--- src/rtl/bcs_pkg.sv ---
package bcs_pkg;

    typedef enum logic [0:0] {
        ST_IDLE  = 1'b0,
        ST_BURST = 1'b1
    } seq_state_t;

    // burst length selector: beats = 2 << len_sel
    typedef enum logic [1:0] {
        LEN_2 = 2'd0,
        LEN_4 = 2'd1,
        LEN_8 = 2'd2
    } len_sel_t;

    typedef struct packed {
        logic     valid;
        len_sel_t len_sel;
        logic     interleave;
        logic     half_lat;
    } mode_cfg_t;

    localparam int unsigned MAX_LEN_LOG = 3;

endpackage

--- src/rtl/bcs_mode_reg.sv ---
module bcs_mode_reg
    import bcs_pkg::*;
#(
    parameter int unsigned MODE_W = 13,
    parameter int unsigned BANK_W = 2
) (
    input  logic              clk,
    input  logic              rst_n,
    input  logic              load,
    input  logic [BANK_W-1:0] bank,
    input  logic [MODE_W-1:0] word,
    output mode_cfg_t         cfg,
    output logic              err
);

    localparam int unsigned OP_W = MODE_W - 7;
    localparam logic [OP_W-1:0] OP_NORMAL  = '0;
    localparam logic [OP_W-1:0] OP_DLL_RST = OP_W'(2);

    logic [2:0]      len_code;
    logic [2:0]      lat_code;
    logic [OP_W-1:0] op_code;
    logic            len_ok;
    logic            lat_ok;
    logic            op_ok;
    logic            base_sel;
    len_sel_t        len_dec;
    logic            lat_dec;

    assign len_code = word[2:0];
    assign lat_code = word[6:4];
    assign op_code  = word[MODE_W-1:7];
    assign base_sel = (bank == '0);

    always_comb begin
        len_ok  = 1'b1;
        len_dec = LEN_2;
        unique case (len_code)
            3'b001:  len_dec = LEN_2;
            3'b010:  len_dec = LEN_4;
            3'b011:  len_dec = LEN_8;
            default: len_ok  = 1'b0;
        endcase
    end

    always_comb begin
        lat_ok  = 1'b1;
        lat_dec = 1'b0;
        unique case (lat_code)
            3'b010:  lat_dec = 1'b0;
            3'b110:  lat_dec = 1'b1;
            default: lat_ok  = 1'b0;
        endcase
    end

    assign op_ok = (op_code == OP_NORMAL) || (op_code == OP_DLL_RST);

    always_ff @(posedge clk) begin
        if (!rst_n) begin
            cfg <= '{valid: 1'b0, len_sel: LEN_2, interleave: 1'b0, half_lat: 1'b0};
            err <= 1'b0;
        end else if (load && base_sel) begin
            if (len_ok && lat_ok && op_ok) begin
                cfg.valid      <= 1'b1;
                cfg.len_sel    <= len_dec;
                cfg.interleave <= word[3];
                cfg.half_lat   <= lat_dec;
                err            <= 1'b0;
            end else begin
                err <= 1'b1;
            end
        end
    end

endmodule

--- src/rtl/bcs_beat_fsm.sv ---
module bcs_beat_fsm
    import bcs_pkg::*;
#(
    parameter int unsigned COL_W = 10
) (
    input  logic             clk,
    input  logic             rst_n,
    input  logic             go,
    input  logic             go_write,
    input  logic [COL_W-1:0] go_col,
    input  len_sel_t         cfg_len,
    input  logic             cfg_itlv,
    output logic             busy,
    output logic             is_write,
    output logic [COL_W-1:0] start_col,
    output len_sel_t         len_sel,
    output logic             itlv,
    output logic [MAX_LEN_LOG-1:0] beat
);

    seq_state_t             state_q, state_d;
    logic [MAX_LEN_LOG-1:0] beat_q, beat_d;
    logic [MAX_LEN_LOG-1:0] last_beat;
    logic [COL_W-1:0]       col_q, col_d;
    len_sel_t               len_q, len_d;
    logic                   itlv_q, itlv_d;
    logic                   wr_q, wr_d;

    always_comb begin
        unique case (len_q)
            LEN_2:   last_beat = 3'd1;
            LEN_4:   last_beat = 3'd3;
            default: last_beat = 3'd7;
        endcase
    end

    // next-state and next-burst process
    always_comb begin
        state_d = state_q;
        beat_d  = beat_q;
        col_d   = col_q;
        len_d   = len_q;
        itlv_d  = itlv_q;
        wr_d    = wr_q;
        if (go) begin
            // GO from IDLE, RESTART from BURST
            state_d = ST_BURST;
            beat_d  = '0;
            col_d   = go_col;
            len_d   = cfg_len;
            itlv_d  = cfg_itlv;
            wr_d    = go_write;
        end else begin
            unique case (state_q)
                ST_IDLE: begin
                    state_d = ST_IDLE;
                end
                ST_BURST: begin
                    if (beat_q == last_beat) begin
                        state_d = ST_IDLE;
                        beat_d  = '0;
                    end else begin
                        beat_d  = beat_q + 3'd1;
                    end
                end
                default: state_d = ST_IDLE;
            endcase
        end
    end

    // state register process
    always_ff @(posedge clk) begin
        if (!rst_n) begin
            state_q <= ST_IDLE;
            beat_q  <= '0;
            col_q   <= '0;
            len_q   <= LEN_2;
            itlv_q  <= 1'b0;
            wr_q    <= 1'b0;
        end else begin
            state_q <= state_d;
            beat_q  <= beat_d;
            col_q   <= col_d;
            len_q   <= len_d;
            itlv_q  <= itlv_d;
            wr_q    <= wr_d;
        end
    end

    // output process
    always_comb begin
        busy      = (state_q == ST_BURST);
        is_write  = busy & wr_q;
        start_col = col_q;
        len_sel   = len_q;
        itlv      = itlv_q;
        beat      = beat_q;
    end

endmodule

--- src/rtl/bcs_addr_gen.sv ---
module bcs_addr_gen
    import bcs_pkg::*;
#(
    parameter int unsigned COL_W = 10
) (
    input  logic                   en,
    input  logic [COL_W-1:0]       start_col,
    input  len_sel_t               len_sel,
    input  logic                   itlv,
    input  logic [MAX_LEN_LOG-1:0] beat,
    output logic [COL_W-1:0]       col
);

    logic [COL_W-1:0] cand [MAX_LEN_LOG];

    // one candidate per block size: 2, 4, 8 columns
    for (genvar g = 0; g < MAX_LEN_LOG; g++) begin : g_len
        localparam int unsigned LW = g + 1;
        logic [LW-1:0] off_seq;
        logic [LW-1:0] off_xor;
        assign off_seq = start_col[LW-1:0] + beat[LW-1:0];
        assign off_xor = start_col[LW-1:0] ^ beat[LW-1:0];
        assign cand[g] = {start_col[COL_W-1:LW], (itlv ? off_xor : off_seq)};
    end

    always_comb begin
        col = '0;
        if (en) begin
            unique case (len_sel)
                LEN_2:   col = cand[0];
                LEN_4:   col = cand[1];
                default: col = cand[2];
            endcase
        end
    end

endmodule

--- src/rtl/burst_col_seq.sv ---
module burst_col_seq
    import bcs_pkg::*;
#(
    parameter int unsigned COL_W  = 10,
    parameter int unsigned MODE_W = 13,
    parameter int unsigned BANK_W = 2
) (
    input  logic              clk,
    input  logic              rst_n,
    input  logic              cmd_load,
    input  logic [BANK_W-1:0] cmd_bank,
    input  logic [MODE_W-1:0] cmd_addr,
    input  logic              cmd_rd,
    input  logic              cmd_wr,
    input  logic [COL_W-1:0]  cmd_col,
    output logic [COL_W-1:0]  col_out,
    output logic              busy,
    output logic              beat_write,
    output logic              cmd_reject,
    output logic              mode_valid,
    output logic              mode_err,
    output logic [1:0]        rd_lat
);

    mode_cfg_t              cfg;
    logic                   cmd_any;
    logic                   cmd_go;
    logic                   go_write;
    logic [COL_W-1:0]       start_col;
    len_sel_t               run_len;
    logic                   run_itlv;
    logic [MAX_LEN_LOG-1:0] beat;
    logic                   reject_q;

    assign cmd_any  = cmd_rd | cmd_wr;
    assign cmd_go   = cmd_any & cfg.valid;
    assign go_write = cmd_wr & ~cmd_rd;

    bcs_mode_reg #(.MODE_W(MODE_W), .BANK_W(BANK_W)) u_mode (
        .clk  (clk),
        .rst_n(rst_n),
        .load (cmd_load),
        .bank (cmd_bank),
        .word (cmd_addr),
        .cfg  (cfg),
        .err  (mode_err)
    );

    bcs_beat_fsm #(.COL_W(COL_W)) u_fsm (
        .clk      (clk),
        .rst_n    (rst_n),
        .go       (cmd_go),
        .go_write (go_write),
        .go_col   (cmd_col),
        .cfg_len  (cfg.len_sel),
        .cfg_itlv (cfg.interleave),
        .busy     (busy),
        .is_write (beat_write),
        .start_col(start_col),
        .len_sel  (run_len),
        .itlv     (run_itlv),
        .beat     (beat)
    );

    bcs_addr_gen #(.COL_W(COL_W)) u_addr (
        .en       (busy),
        .start_col(start_col),
        .len_sel  (run_len),
        .itlv     (run_itlv),
        .beat     (beat),
        .col      (col_out)
    );

    // REFUSE: command seen before any legal mode load
    always_ff @(posedge clk) begin
        if (!rst_n) begin
            reject_q <= 1'b0;
        end else begin
            reject_q <= cmd_any & ~cfg.valid;
        end
    end

    assign cmd_reject = reject_q;
    assign mode_valid = cfg.valid;
    assign rd_lat     = {1'b0, cfg.half_lat};

endmodule

--- config.mk ---
export PLATFORM = sky130hd
export DESIGN_NAME = burst_col_seq
export DESIGN_NICKNAME = d
export VERILOG_FILES = /design/src/rtl/bcs_pkg.sv /design/src/rtl/bcs_mode_reg.sv /design/src/rtl/bcs_beat_fsm.sv /design/src/rtl/bcs_addr_gen.sv /design/src/rtl/burst_col_seq.sv
export SDC_FILE = /design/constraint.sdc
export NUM_CORES = 1
export LEC_CHECK = 0
export CORE_UTILIZATION = 43
export DETAILED_ROUTE_END_ITERATION = 7
export PLACE_DENSITY = 0.83
export REMOVE_ABC_BUFFERS = 1
export SKIP_CTS_REPAIR_TIMING = 1
export SYNTH_ARGS = -nofsm -noshare
export SYNTH_HDL_FRONTEND = slang
export SYNTH_SLANG_ARGS = --single-unit
--- constraint.sdc ---
create_clock -name clk -period 2.5 [get_ports clk]
set_clock_uncertainty 0.1 [all_clocks]
set_input_delay 0.625 -clock clk [delete_from_list [all_inputs] [get_ports clk]]
set_output_delay 0.625 -clock clk [all_outputs]
set_load 0.05 [all_outputs]
Yosys cells after proc, flatten, opt, wreduce, memory -nomap -nowiden
Cells that the tools add are included.
- add/subtract/negate cells: 4
- equal/unequal tests: 8
- muxes and demuxes: 15
- bitwise logic cells: 12
- reductions and logical operators: 11
- operators with widths (operator ; number):
    case mux 3 bit (2 select lines) ; 2
    2-to-1 mux 10 bit ; 1
    == test 3 x 2 -> 1 bit (second input constant) ; 3
    2-to-1 mux 1 bit ; 7
    == test 6 x 2 -> 1 bit (second input constant) ; 1
    logical NOT 6 bit ; 1
    2-to-1 mux 3 bit ; 2
    AND 1 bit ; 4
    logical NOT 2 bit ; 2
    inverter 1 bit ; 4
    case mux 2 bit (2 select lines) ; 1
    OR reduction 2 bit ; 2
    adder 3 x 1 -> 3 bit (second input constant) ; 1
    adder 3 bit ; 1
    == test 3 x 1 -> 1 bit (second input constant) ; 1
    == test 3 bit ; 1
    == test 3 bit (second input constant) ; 1
    logical AND 1 bit ; 3
    OR reduction 3 bit ; 1
    XOR 3 bit ; 1
    adder 2 bit ; 1
    == test 2 x 1 -> 1 bit (second input constant) ; 1
    2-to-1 mux 2 bit ; 1
    case mux 1 bit (2 select lines) ; 1
    6 further kinds ; 6
- register bits: 25
- bits of input ports: 30
- output and inout port bits: 17

Depth between registers and ports, before layout
Gate-level depths: netlist of the first run.
- depth in word-level cells: 6
- mapped depth: 6
- mapped depth without buffers: 6

Modules after synthesis
From an unflattened synthesis of the first run, not the netlist that was laid out.
- cell total of the unflattened synthesis: 126
- area total of the unflattened synthesis: 1268.7 µm²
- by module, submodules not included (module ; times used ; cells each ; area each (µm²)):
    bcs_beat_fsm ; 1 ; 69 ; 748.2
    bcs_mode_reg ; 1 ; 28 ; 286.5
    bcs_addr_gen ; 1 ; 22 ; 171.4
    burst_col_seq ; 1 ; 7 ; 62.6

Worst setup path before layout of the first run
OpenSTA, ideal clock, no wires.
- kind: flip-flop to output port
- start: register u_fsm.beat_q[0] (netlist: u_fsm.beat[0])
- end: output col_out[1]
- data arrival time: 2.287 ns
- data required time: 1.775 ns
- path slack: -0.512 ns
- stages on the path, launching flop included: 7
- path buffers: 0
- cell sequence: dfxtp_1 -> ha_1 -> inv_1 -> fa_1 -> nor2_1 -> o22ai_1 -> a21boi_0
- longest elaborated chain between the ends: 4
- elaborated cells on any way between the ends: 6
- ends and longest elaborated chain (what ; line ; text):
    from (decl) ; bcs_beat_fsm.sv:22 ; logic [MAX_LEN_LOG-1:0] beat_q, beat_d;
    from (signal assigned) ; bcs_beat_fsm.sv:82 ; beat_q <= beat_d;
    adder 3 bit / adder 2 bit (equally long branches) ; bcs_addr_gen.sv:21 ; assign off_seq = start_col[LW-1:0] + beat[LW-1:0];
    2-to-1 mux 3 bit / 2-to-1 mux 2 bit (equally long branches) ; bcs_addr_gen.sv:23 ; assign cand[g] = {start_col[COL_W-1:LW], (itlv ? off_xor : off_seq)};
    case mux 3 bit (2 select lines) (*) ; bcs_addr_gen.sv:29 ; unique case (len_sel)
    2-to-1 mux 10 bit (*) ; bcs_addr_gen.sv:28 ; if (en) begin
    to (decl) ; burst_col_seq.sv:16 ; output logic [COL_W-1:0] col_out,
Mark *: on every way between the ends. The rest lies on a longest branch, timed or not.

Worst setup path in the final report of the first run
- start: register u_fsm.col_q[0] (netlist: u_fsm.start_col[0])
- end: output col_out[2]
- longest elaborated chain between the ends: 4
- ends and longest elaborated chain (what ; line ; text):
    from (decl) ; bcs_beat_fsm.sv:24 ; logic [COL_W-1:0] col_q, col_d;
    from (signal assigned) ; bcs_beat_fsm.sv:83 ; col_q <= col_d;
    adder 3 bit ; bcs_addr_gen.sv:21 ;
    2-to-1 mux 3 bit ; bcs_addr_gen.sv:23 ;
    case mux 3 bit (2 select lines) ; bcs_addr_gen.sv:29 ;
    2-to-1 mux 10 bit ; bcs_addr_gen.sv:28 ;
Every way passes these cells.

==> results of run 1 <==
cells in the mapped netlist (2+ instances only):
| cell type | number | share of area, % |
|---|---|---|
| inv_1 | 4 | 1.2 |
| nor2_1 | 5 | 1.5 |
| mux2i_1 | 5 | 4.0 |
| a21boi_0 | 5 | 3.0 |
| o21ai_0 | 3 | 1.2 |
| buf_2 | 3 | 1.2 |
| a21boi_1 | 9 | 5.4 |
| and2_1 | 10 | 5.0 |
| xor2_1 | 2 | 1.4 |
| nand4b_1 | 2 | 1.4 |
| dfxtp_1 | 25 | 40 |
| clkbuf_1 | 2 | 0.59 |
| o21a_1 | 3 | 1.8 |
| nand2_1 | 38 | 11 |
| nand4_1 | 2 | 0.99 |
| ha_1 | 3 | 3.0 |
| buf_4 | 4 | 2.4 |
cell type report:
type | instances | area share [%]
clock inverter | 1 | 0.284
multi-input combinational | 105 | 39.5
tap | 31 | 2.20
timing repair buffer | 50 | 27.3
sequential | 25 | 28.6
inverter | 4 | 0.852
clock buffer | 3 | 1.28
worst max-delay path by stage:
| stage | start | end | slack [ns] | cells after the start |
|---|---|---|---|---|
| global route | u_fsm.start_col[0] | col_out[2] | -0.32 | 7 |
| global placement | u_fsm.start_col[0] | col_out[2] | 0.02 | 7 |
| finish | u_fsm.start_col[0] | col_out[2] | -0.22 | 7 |
| CTS | u_fsm.beat[0] | col_out[2] | -0.39 | 7 |
| detailed placement | u_fsm.beat[0] | col_out[2] | -0.01 | 7 |
| floorplan | u_fsm.beat[0] | col_out[1] | -0.51 | 6 |
per-layer routing:
metal  track usage, %  part of all wire [%]  up-vias
li1                 -                     -      570
met2             32.5                    51       32
met3             3.26                   4.5        5
met4             8.01                   1.7        0
met1             22.3                    43      539
met5                0                     0        -
power by group:
| group | internal, mW | switching, mW |
|---|---|---|
| Clock | 0.0601 | 0.124 |
| Sequential | 0.400 | 0.000797 |
| Combinational | 0.0512 | 0.0319 |
state kept, by name, indices dropped and copies added (netlist names):
| name | count |
|---|---|
| u_fsm.len_sel | 2 |
| u_fsm.wr_q | 1 |
| u_mode.err | 1 |
| u_fsm.beat | 3 |
| u_mode.cfg | 5 |
| u_fsm.busy | 1 |
| cmd_reject | 1 |
| u_fsm.start_col | 10 |
| u_fsm.itlv | 1 |
worst min-delay path: cells and delay by family (launching register included):
family,cells,cell delay (ns)
AND/OR/NAND/NOR,1,0.05
flip-flops,1,0.33
AO/OA/AOI/OAI,1,0.05
cell families (layout without fill, tap and decap cells):
family	Yosys count	in the layout	synth area share (%)
simple gates	65	65	26.9
fa+ha+maj	4	4	4.56
mux	5	5	3.96
compound gates	27	27	16.4
other cells	1	1	0.297
xor+xnor	3	3	2.08
flops	25	25	39.6
buf+inv	14	58	6.24
==> summary.txt, run 1 <==
Run status
  • Outcome: finished with violations
  • Failing checks: negative setup slack

Logic synthesis
  • Seq/Total Area, Yosys: 39.6%
  • Predominant post-synthesis flop cell: dfxtp_1
  • Mapped Area: 1260 um^2
  • Syn Inst Count: 144
  • Syn Area/Cell: 8.77 um^2
  • Asr flop ratio synth: 0%
  • EDFF count, synth: 0
  • Ys Warns: 0
  • Seq cells post-synth: 25
  • Yosys cell types: 36

STA
  • Minimum clock period: 2.72 ns
  • Fin. Hold Viols: 0
  • Fmax: 368 MHz
  • Least-Margin Pin Slew: 0.508 ns
  • Setup TNS: -0.305 ns
  • Fin worst setup slack: -0.220 ns
  • Min Hold Slack: 0.358 ns
  • Final period util: 109%
  • Setup Viol. Count Final: 2
  • RSZ-0062 raised after global routing: yes
  • Max Slew Vio Count: 0
  • Rel. slew slack: 66.1%

Pwr
  • Worst IR drop on VDD: 0.377 mV
  • Total leakage power: 0.656 nW
  • Final Power: 0.668 mW
  • P per Cell Area: 379 nW/um^2

Setup path
  • FF-to-FF setup slack: 1.09 ns
  • CP arrival: 1.99 ns
  • CP max FO: 2
  • Startpoint types: flop
  • Crit end category: output port
  • CP max stage cell: dfxtp_2
  • Worst Reg-to-Reg Cells: 3
  • Capturing point of the worst reg2reg path: u_fsm.start_col[0]
  • Worst path cell trace: ha_1 -> inv_1 -> fa_2 -> o21a_1 -> o21ai_2 -> mux2i_2 -> buf_12
  • CP required: 1.77 ns
  • Slowest stage delay, CP: 0.35 ns
  • Setup CP Type: reg2out
  • Bufs and invs on worst path: 2
  • Crit-path leading delay family: adder cells
  • Reg2reg start: u_mode.cfg[4]

Cells and area
  • Area Overhead vs Synth: 39.6%
  • Layout cell share with drive strength beyond 1: 18.1%
  • Most common cell after layout, fill and taps aside: nand2_1
  • Total Nets Final: 223
  • ANT cells: 0
  • Most frequent cells in the layout: nand2_1, clkdlybuf4s50_1, dfxtp_1
  • Fin cells: 219
  • Post-layout util: 63.9%
  • Seq. cell area: 504 um^2
  • Design area: 1760 um^2
  • Multi-input logic area: 697 um^2
  • Fill count: 225

Clock network
  • CTS sink count: 25
  • Number of CTS-inserted buffers: 3
  • CTS tree: yes
  • H-tree levels: 1
  • Clock Latency Late Sink: 0.32 ns
  • CTS root buf: clkbuf_4
  • Clk buf depth: 2
  • Clk slew on worst S/H paths: 0.14 ns

Floorplanning
  • Placeable Area: 2760 um^2
  • Die Y: 56.2 um
  • # rows: 19
  • Die width: 56.2 um
  • Die footprint: 3160 um^2
  • Ports: 47
  • Initial Util: 45.8%

Routing
  • WL/cell: 12.6 um
  • TritonRoute pass-1 iters: 4
  • # DRC: 0
  • DR vias/cell: 5.23
  • DRT Wirelength: 2.77 mm
  • Routed Antenna Nets: 0
  • Via count: 1146
  • Drt initial violations: 6

Placed design
  • Worst slack, placed: -0.00981 ns
  • GPL Wtd Cong: 0.823
  • PortBufs: 44
  • # placed instances: 215
  • DP HPWL: 2.19 mm
  • Dpl cell area: 1720 um^2

Global route
  • First-pass GRT wire length: 4.67 mm
  • Initial antenna violation count: 0
  • Tot GR Track Use: 18.6%
  • Vias in the first global route: 1140
  • Largest net degree at the start of global routing: 15
  • Grt total ovfl: 0

Flow run
  • Max-cap violations: 0

Min path
  • Min-delay src: u_fsm.start_col[3]
  • Worst hold stages: 2
  • Hold EP: u_fsm.start_col[3]
  • Hold Crit Class: reg2reg
No activity file was read; power rests on OpenSTA's default activity.
==> run 2: changes to the inputs <==
--- a/config.mk
+++ b/config.mk
@@ -5,9 +5,10 @@
 export SDC_FILE = /design/constraint.sdc
 export NUM_CORES = 1
 export LEC_CHECK = 0
-export CORE_UTILIZATION = 43
+export CORE_UTILIZATION = 56
 export DETAILED_ROUTE_END_ITERATION = 7
-export PLACE_DENSITY = 0.83
+export DONT_BUFFER_PORTS = 1
+export PLACE_DENSITY = 0.76
 export REMOVE_ABC_BUFFERS = 1
 export SKIP_CTS_REPAIR_TIMING = 1
 export SYNTH_ARGS = -nofsm -noshare
==> summary.txt, run 2 (same netlist as run 1, synthesis figures left out) <==
Cells and area
  • ANT cells: 0 (unchanged)
  • Fill count: 182 (-19%)
  • Layout cell share with drive strength beyond 1: 19.5% (+1.4 points)
  • Fin cells: 181 (-17%)
  • Area Overhead vs Synth: 10.0%
  • Most common cell after layout, fill and taps aside: nand2_1
  • Total Nets Final: 189 (-15%)
  • Max FFs per register: 10 (unchanged)
  • Most frequent cells in the layout: nand2_1, dfxtp_1, buf_4
  • Post-layout util: 68.0% (+4.1 points)

Setup path
  • Worst path cell trace: ha_1 -> inv_2 -> fa_2 -> o21a_1 -> o21ai_2 -> mux2i_1 -> buf_4
  • Bufs and invs on worst path: 2 (unchanged)
  • Slowest stage delay, CP: 0.36 ns (about the same)
  • CP arrival: 1.91 ns (-0.08 ns)
  • Crit end category: output port
  • Setup CP Type: reg2out
  • Crit-path leading delay family: adder cells
  • CP max stage cell: dfxtp_2
  • Startpoint types: flop
  • CP required: 1.77 ns (about the same)
  • CP max FO: 2 (unchanged)

Floorplanning
  • # rows: 16 (-3)
  • Die Y: 49.5 um (-12%)
  • Die width: 49.5 um (-12%)
  • Ports: 47 (unchanged)
  • Placeable Area: 2040 um^2 (-26%)
  • Initial Util: 61.8% (+16 points)
  • Die footprint: 2450 um^2 (-22%)

STA
  • RSZ-0062 raised after global routing: yes
  • Least-Margin Pin Slew: 0.663 ns (+0.155 ns)
  • Min Hold Slack: 0.311 ns (-0.0471 ns)
  • Rel. slew slack: 55.7% (-10 points)
  • Setup Viol. Count Final: 2 (unchanged)
  • Fmax: 379 MHz (+3.0%)
  • Max Slew Vio Count: 0 (unchanged)
  • Fin. Hold Viols: 0 (unchanged)
  • Minimum clock period: 2.64 ns (-0.0805 ns)
  • Final period util: 106% (-3.2 points)
  • Fin worst setup slack: -0.139 ns (+0.0805 ns)

Routing
  • TritonRoute pass-1 iters: 4 (unchanged)
  • DRT Wirelength: 2.30 mm (-17%)
  • WL/cell: 12.7 um (+0.29%)
  • Via count: 971 (-15%)
  • Routed Antenna Nets: 0 (unchanged)
  • # DRC: 0 (unchanged)
  • DR vias/cell: 5.36 (+2.5%)
  • Drt initial violations: 6 (unchanged)

Run status
  • Failing checks: negative setup slack
  • Outcome: finished with violations

Global route
  • Largest net degree at the start of global routing: 30 (+15)
  • Grt total ovfl: 0 (unchanged)
  • Initial antenna violation count: 0 (unchanged)
  • First-pass GRT wire length: 3.77 mm (-19%)
  • Vias in the first global route: 915 (-20%)
  • Tot GR Track Use: 19.5% (+0.85 points)

Min path
  • Hold Crit Class: in2reg

Placed design
  • DP HPWL: 1.64 mm (-25%)
  • # placed instances: 176 (-18%)
  • PortBufs: 0 (-100%)
  • GPL Wtd Cong: 0.786 (-4.5%)
  • Worst slack, placed: 0.0788 ns (+0.0886 ns)

Clock network
  • Clk slew on worst S/H paths: 0.14 ns (about the same)
  • Clock Latency Late Sink: 0.30 ns (-0.02 ns)
  • CTS sink count: 25 (unchanged)
  • Number of CTS-inserted buffers: 3 (unchanged)
  • H-tree levels: 1 (unchanged)
  • Clk buf depth: 2 (unchanged)
  • CTS root buf: clkbuf_4
  • CTS tree: yes

Pwr
  • Total leakage power: 0.521 nW (-21%)
  • Worst IR drop on VDD: 0.360 mV (-4.7%)
  • Final Power: 0.598 mW (-10%)
  • P per Cell Area: 431 nW/um^2 (+14%)

Flow run
  • Max-cap violations: 0 (unchanged)
## run 2: power breakdown
part | leakage [nW] | internal (mW) | total, mW | switching [mW]
Combinational | 0.301 | 0.00845 | 0.0146 | 0.00611
Clock | 0.0177 | 0.0598 | 0.176 | 0.116
Sequential | 0.203 | 0.400 | 0.408 | 0.00778
Total | 0.521 | 0.469 | 0.598 | 0.130
## run 2: path summary, 6_finish.rpt
check / startpoint / endpoint / slack (ns) / cells after the start
worst max-delay path: u_fsm.start_col[0] / col_out[2] / -0.14 / 7
worst min-delay path: rst_n / u_fsm.wr_q / 0.31 / 2
worst max register to register: u_mode.cfg[4] / u_fsm.start_col[8] / 0.77 / 3
worst min register to register: u_fsm.start_col[9] / u_fsm.start_col[9] / 0.36 / 2
## run 2: area by class of cell
class	instances	area, um^2	area share [%]
well taps	27	33.8	2.43
inverters	4	15.0	1.08
clock buffers	3	22.5	1.62
flip-flops and latches	25	503	36.2
clock inverters	1	5.00	0.360
repair buffers	16	120	8.65
multi-input cells	105	689	49.6
## run 2: per-stage QoR
step	setup TNS, ns	cell area, um^2
floorplan	-0.924	1200
global placement	0	1350
detailed placement	0	1350
CTS	-0.366	1370
global route	-0.384	1390
finish	-0.216	1390
## run 2: worst register-to-register path, delay by kind of cell (launching register included)
family,cells,cell delay [ns]
flip-flops,1,0.77
AND/OR/NAND/NOR,1,0.12
AO/OA/AOI/OAI,2,0.69
## run 2: routing by layer
metal  share of wire (%)  global-route usage [%]
met5                   0                       0
met1                  48                    24.9
met4                0.44                    7.14
met2                  47                    33.3
met3                 4.0                    2.47
